[config.mk]
export PLATFORM = sky130hd
export DESIGN_NAME = irq_pend_ctrl
export DESIGN_NICKNAME = d
export VERILOG_FILES = /design/src/rtl/irq_pend_pkg.sv /design/src/rtl/irq_timer.sv /design/src/rtl/irq_pend_reg.sv /design/src/rtl/irq_take.sv /design/src/rtl/irq_pend_ctrl.sv
export SDC_FILE = /design/constraint.sdc
export NUM_CORES = 1
export LEC_CHECK = 0
export ABC_AREA = 0
export BUFFER_PORTS_ARGS = -buffer_cell sky130_fd_sc_hd__buf_2
export CAP_MARGIN = 20
export CELL_PAD_IN_SITES_DETAIL_PLACEMENT = 0
export CELL_PAD_IN_SITES_GLOBAL_PLACEMENT = 2
export CORE_MARGIN = 2
export CORE_UTILIZATION = 29
export CTS_CLUSTER_DIAMETER = 200
export DETAILED_ROUTE_END_ITERATION = 10
export GPL_TIMING_DRIVEN = 0
export PLACE_DENSITY = 0.83
export SETUP_SLACK_MARGIN = 0.05
export SKIP_CTS_REPAIR_TIMING = 1
export SYNTH_ARGS = -nofsm -noshare
export SYNTH_HDL_FRONTEND = slang
export SYNTH_HIERARCHICAL = 1
export SYNTH_SLANG_ARGS = --single-unit
[constraint.sdc]
create_clock -name clk -period 2.6 [get_ports clk]
set_input_delay 0 -clock clk [delete_from_list [all_inputs] [get_ports clk]]
set_output_delay 0 -clock clk [all_outputs]
set_load 0.1 [all_outputs]
[src/rtl/irq_pend_pkg.sv]
package irq_pend_pkg;
  localparam int unsigned NUM_LINES = 8;
  localparam int unsigned SEL_W     = $clog2(NUM_LINES);

  typedef logic [NUM_LINES-1:0] line_vec_t;
  typedef logic [SEL_W-1:0]     line_sel_t;
endpackage

[src/rtl/irq_timer.sv]
module irq_timer
  import irq_pend_pkg::*;
#(
  parameter int unsigned CNT_W = 32
) (
  input  logic             clk,
  input  logic             rst_n,
  input  logic             cmp_we_i,
  input  logic [CNT_W-1:0] cmp_wdata_i,
  input  line_sel_t        tsel_i,
  output logic [CNT_W-1:0] count_o,
  output logic [CNT_W-1:0] cmp_o,
  output logic             match_o,
  output line_vec_t        tset_o
);
  logic [CNT_W-1:0] count_q;
  logic [CNT_W-1:0] cmp_q;

  always_ff @(posedge clk or negedge rst_n) begin
    if (!rst_n) begin
      count_q <= '0;
      cmp_q   <= '0;
    end else begin
      count_q <= count_q + CNT_W'(1);
      if (cmp_we_i) cmp_q <= cmp_wdata_i;
    end
  end

  // a zero count never counts as a match
  assign match_o = (cmp_q == count_q) && (count_q != '0);

  for (genvar i = 0; i < NUM_LINES; i++) begin : g_sel
    assign tset_o[i] = match_o && (tsel_i == SEL_W'(i));
  end

  assign count_o = count_q;
  assign cmp_o   = cmp_q;
endmodule

[src/rtl/irq_pend_reg.sv]
module irq_pend_reg
  import irq_pend_pkg::*;
(
  input  logic      clk,
  input  logic      rst_n,
  input  line_vec_t post_i,
  input  line_vec_t clr_i,
  input  logic      clr_all_i,
  input  line_vec_t tset_i,
  output line_vec_t pend_d_o,
  output line_vec_t pend_q_o
);
  line_vec_t pend_q;
  line_vec_t pend_d;

  for (genvar i = 0; i < NUM_LINES; i++) begin : g_bit
    // priority: clear-all, then per-line clear, then set sources
    always_comb begin
      if (clr_all_i)                   pend_d[i] = 1'b0;
      else if (clr_i[i])               pend_d[i] = 1'b0;
      else if (post_i[i] || tset_i[i]) pend_d[i] = 1'b1;
      else                             pend_d[i] = pend_q[i];
    end

    always_ff @(posedge clk or negedge rst_n) begin
      if (!rst_n) pend_q[i] <= 1'b0;
      else        pend_q[i] <= pend_d[i];
    end
  end

  assign pend_d_o = pend_d;
  assign pend_q_o = pend_q;
endmodule

[src/rtl/irq_take.sv]
module irq_take
  import irq_pend_pkg::*;
(
  input  logic      clk,
  input  logic      rst_n,
  input  logic      gie_i,
  input  logic      exl_i,
  input  logic      erl_i,
  input  line_vec_t mask_i,
  input  line_vec_t pend_next_i,
  output logic      irq_o
);
  logic gate_open;
  logic unmasked_hit;
  logic irq_q;

  assign gate_open    = gie_i && !exl_i && !erl_i;
  assign unmasked_hit = |(mask_i & pend_next_i);

  always_ff @(posedge clk or negedge rst_n) begin
    if (!rst_n) irq_q <= 1'b0;
    else        irq_q <= gate_open && unmasked_hit;
  end

  assign irq_o = irq_q;
endmodule

[src/rtl/irq_pend_ctrl.sv]
module irq_pend_ctrl
  import irq_pend_pkg::*;
#(
  parameter int unsigned CNT_W = 32
) (
  input  logic             clk,
  input  logic             rst_n,
  input  logic [7:0]       post_i,
  input  logic [7:0]       clr_i,
  input  logic             clr_all_i,
  input  logic             gie_i,
  input  logic             exl_i,
  input  logic             erl_i,
  input  logic [7:0]       mask_i,
  input  logic             cmp_we_i,
  input  logic [CNT_W-1:0] cmp_wdata_i,
  input  logic [2:0]       tsel_i,
  output logic [CNT_W-1:0] count_o,
  output logic [7:0]       pend_o,
  output logic             any_pend_o,
  output logic             irq_o
);
  logic [CNT_W-1:0] cmp_val;
  logic             tmr_match;
  line_vec_t        tmr_set;
  line_vec_t        pend_next;
  line_vec_t        pend_cur;

  irq_timer #(.CNT_W(CNT_W)) u_timer (
    .clk         (clk),
    .rst_n       (rst_n),
    .cmp_we_i    (cmp_we_i),
    .cmp_wdata_i (cmp_wdata_i),
    .tsel_i      (tsel_i),
    .count_o     (count_o),
    .cmp_o       (cmp_val),
    .match_o     (tmr_match),
    .tset_o      (tmr_set)
  );

  irq_pend_reg u_pend (
    .clk       (clk),
    .rst_n     (rst_n),
    .post_i    (post_i),
    .clr_i     (clr_i),
    .clr_all_i (clr_all_i),
    .tset_i    (tmr_set),
    .pend_d_o  (pend_next),
    .pend_q_o  (pend_cur)
  );

  irq_take u_take (
    .clk         (clk),
    .rst_n       (rst_n),
    .gie_i       (gie_i),
    .exl_i       (exl_i),
    .erl_i       (erl_i),
    .mask_i      (mask_i),
    .pend_next_i (pend_next),
    .irq_o       (irq_o)
  );

  assign pend_o     = pend_cur;
  assign any_pend_o = (|pend_cur) || tmr_match;
endmodule

==> results.py <==
metrics = {
    "outcome": {
        "outcome": "finished, violations left",
        "violations": "hold timing",
    },
    "worst_setup_path": {
        "reg2reg_depth": 10,
        "arrival_ns": 2.76,
        "worstSetupEndpointType": "flip-flop",
        "cpPeakStageDelay_ns": 0.46,
        "crit_end": "u_take/irq_o",
        "startpoint": "u_timer/count_o[23]",
        "r2r-end": "u_take/irq_o",
        "rrSetupSlack_ns": 0.10,
        "critPathMaxFanout": 9,
        "path_depth": 10,
        "startpoint_type": "flip-flop",
        "crit_family": "simple AND/OR/NAND/NOR gates",
        "crit_buf_inv": 1,
        "cp_common_cell": "nand4_1",
        "crit_required_ns": 2.87,
        "path_class": "flip-flop to flip-flop",
        "crit_chain": "xor2_1 -> nor4_2 -> nand4_1 -> buf_4 -> nor4_1 -> nor3_1 -> nor3_2 -> a22oi_1 -> nand4_1 -> and3_1",
        "regToRegStartpoint": "u_timer/count_o[23]",
        "slowest_stage": "dfrtp_2",
    },
    "logic_synthesis": {
        "ys_ff_latch": 73,
        "netlist_instances": 310,
        "ys_seq_area_share_pct": 49.90,
        "syn_avg_cell_area_um2": 11.81,
        "synthTopCellsByArea": "dfrtp_1 (50%), mux2_2 (9.8%), xor2_1 (9.8%)",
        "synth_top_area_share_pct": 49.90,
        "syn_area_um2": 3661,
        "yosys_warnings": 6,
        "synth_cell_type_count": 37,
        "synth_top_cell_by_area": "dfrtp_1",
        "async_reset_ff_share_pct": 100.0,
        "synth_edf_count": 0,
        "synth_nets": 378,
        "ys.flop_type": "dfrtp_1",
    },
    "sta": {
        "timing.hold.ws_ns": -0.02287,
        "fin_crit_ns": 2.498,
        "hold_viol": 3,
        "slew_viol_final": 0,
        "fin_crit_sh_pct": 96.07,
        "max_freq_mhz": 400.4,
        "finClkSkew_ns": 0.003975,
        "rsz0062_at_grt": "yes",
        "max_slew.worst_pin.slew_ns": 1.064,
        "setup-violations-final": 0,
        "relSlewSlack_pct": 28.44,
    },
    "routing": {
        "wl_per_cell_um": 15.75,
        "drcViolationCount": 0,
        "routed_wirelength_um": 10350,
        "viasPerCell": 4.633,
        "drt_iter0_markers": 110,
        "first_pass_iters": 4,
        "num_vias": 3044,
        "drtAntennaViolNets": 0,
    },
    "power_and_ir_drop": {
        "power_frac_clock_pct": 42.2,
        "leakage_nw": 2.437,
        "p_comb_share_pct": 13.0,
        "vdd_drop_max_uv": 304.9,
        "sw_frac_of_total_pct": 24.33,
        "p_int_w": 0.002088,
        "seqPwrFrac_pct": 44.8,
        "power_density_nw_per_um2": 511.9,
        "switchingPower_w": 0.0006716,
    },
    "grt": {
        "gr-total-overflow": 0,
        "grt_usage_pct": 14.92,
        "grt_pass1_wl_um": 15190,
        "antenna_found_initial": 0,
        "grt_pass1_vias": 2917,
        "grt_max_degree": 61,
    },
    "placement": {
        "io_buffers": 105,
        "dpl.cell_count": 588,
        "place.gp.congestion": 0.7411,
        "hpwl_um": 7573,
    },
    "final_layout": {
        "antenna_cells": 0,
        "final_common_cell": "buf_2",
        "final_cell_mix": "buf_2 (104), dfrtp_1 (49), dlygate4sd3_1 (47)",
        "final_nets": 549,
        "areaGrowthSynthToFinish_pct": 47.27,
        "drive_above_1_share_pct": 45.98,
        "nFillCells": 1196,
        "layout.cells.non_filler": 657,
    },
    "floorplanning": {
        "die_y_um": 116.4,
        "die_x_um": 116.4,
        "ioPinCount": 108,
        "initial_core_util_pct": 29.37,
        "fp.coreArea_um2": 12470,
        "dieArea_um2": 13540,
        "num_rows": 41,
    },
    "clock_network": {
        "clk_latency_ns": 0.33,
        "clockRootBuffer": "clkbuf_16",
        "h-tree-depth": 3,
        "cts_tree": "yes",
        "cts.clk_slew.worst_paths_ns": 0.06,
        "cts_max_path_buffers": 2,
        "cts_buffers": 9,
        "cts_sinks": 73,
    },
    "job": {
        "cap_violations": 0,
    },
    "worst_hold_path": {
        "min_path_type": "input pin to flip-flop",
    },
}
==> worst register-to-register path: stages, from the launching register on <==
cell	delay [ns]
dfrtp_2	0.46
xor2_1	0.20
nor4_2	0.43
nand4_1	0.15
buf_4	0.21
nor4_1	0.30
nor3_1	0.12
nor3_2	0.18
a22oi_1	0.12
nand4_1	0.11
and3_1	0.15
==> layout make-up <==
cell class | count | area [um^2] | share of cell area [%]
timing repair buffer | 160 | 1097 | 20.35
inverter | 5 | 18.77 | 0.3481
clock buffer | 15 | 277.8 | 5.152
sequential | 73 | 1857 | 34.44
multi-input combinational | 217 | 1826 | 33.86
buffer | 15 | 100.1 | 1.857
tap | 172 | 215.2 | 3.992
==> worst min-delay path by stage <==
stage          slack [ns]  cells after the start       from            endpoint
2_1_floorplan       -0.30                      0      rst_n  u_pend/pend_q_o[0]
3_5_place_dp        -0.13                      1      rst_n    u_timer/cmp_o[7]
6_report            -0.02                      3  post_i[2]  u_pend/pend_q_o[2]
3_3_place_gp         0.17                      2   clr_i[0]  u_pend/pend_q_o[0]
4_1_cts             -0.48                      1      rst_n    u_timer/cmp_o[7]
5_1_grt             0.005                      3  post_i[7]  u_pend/pend_q_o[7]
==> sequential cells by signal, indices dropped and copies added (netlist names) <==
register and cells:
u_pend/pend_q_o 8, u_take/irq_o 1, u_timer/cmp_o 32, u_timer/count_o 32
==> synth_stat cells (2+ instances only) <==
| library cell | instances |
|---|---|
| and3_1 | 3 |
| nand3_1 | 13 |
| ha_1 | 2 |
| nand2_1 | 11 |
| mux2_2 | 32 |
| xor2_1 | 41 |
| and4_2 | 2 |
| nor3_1 | 12 |
| and2_1 | 2 |
| a22oi_1 | 3 |
| buf_1 | 3 |
| nor2_1 | 8 |
| buf_6 | 4 |
| dfrtp_1 | 73 |
| nand3b_1 | 3 |
| xnor2_1 | 21 |
| nor3_2 | 8 |
| inv_1 | 5 |
| nor4_1 | 27 |
| buf_4 | 3 |
| nand4_1 | 15 |
| clkbuf_1 | 4 |
==> logic make-up (layout without fill, tap and decap cells) <==
group,Yosys count,count (layout),share of synthesized area (%)
AND/OR/NAND/NOR,116,117,20.44
multiplexers,32,32,9.843
AO/OA/AOI/OAI,4,4,0.9568
adder cells (fa/ha/maj),2,2,0.6834
XOR/XNOR,62,62,14.83
flip-flops,73,73,49.90
buffers and inverters,21,195,3.349
==> power by group through the flow <==
| stage | Clock, W | Combinational (W) | Sequential [W] |
|---|---|---|---|
| after global placement | 0 | 0.000284 | 0.00125 |
| after floorplan | 0 | 0.000135 | 0.00129 |
| final | 0.00117 | 0.000359 | 0.00124 |
| after detailed placement | 0 | 0.000295 | 0.00126 |
| after global routing | 0.00125 | 0.000388 | 0.00124 |
| after CTS | 0.00119 | 0.000296 | 0.00124 |
==> metal layers <==
metal,GRT usage (%),part of all wire [%],vias to the layer above
li1,-,-,1461
met1,19.86,44,1460
met2,22.64,47,106
met3,5.086,7.1,17
met4,5.397,2.1,0
met5,0,0,-
==> through the flow <==
| stage | power [W] | TNS, ns | utilization, % | worst slack, ns | cell area (um^2) |
|---|---|---|---|---|---|
| after floorplan | 0.001424 | 0 | - | 0.05293 | 3695 |
| after global placement | 0.001538 | -0.6364 | 35.58 | -0.3944 | 4436 |
| after detailed placement | 0.001551 | -0.8074 | 35.82 | -0.4439 | 4466 |
| after CTS | 0.002719 | -1.221 | 38.05 | -0.4529 | 4743 |
| after global routing | 0.002878 | -0.006733 | 43.25 | -0.006733 | 5391 |
| final | 0.002760 | 0 | 43.25 | 0.1023 | 5391 |
(Power assumes the default switching activity.)
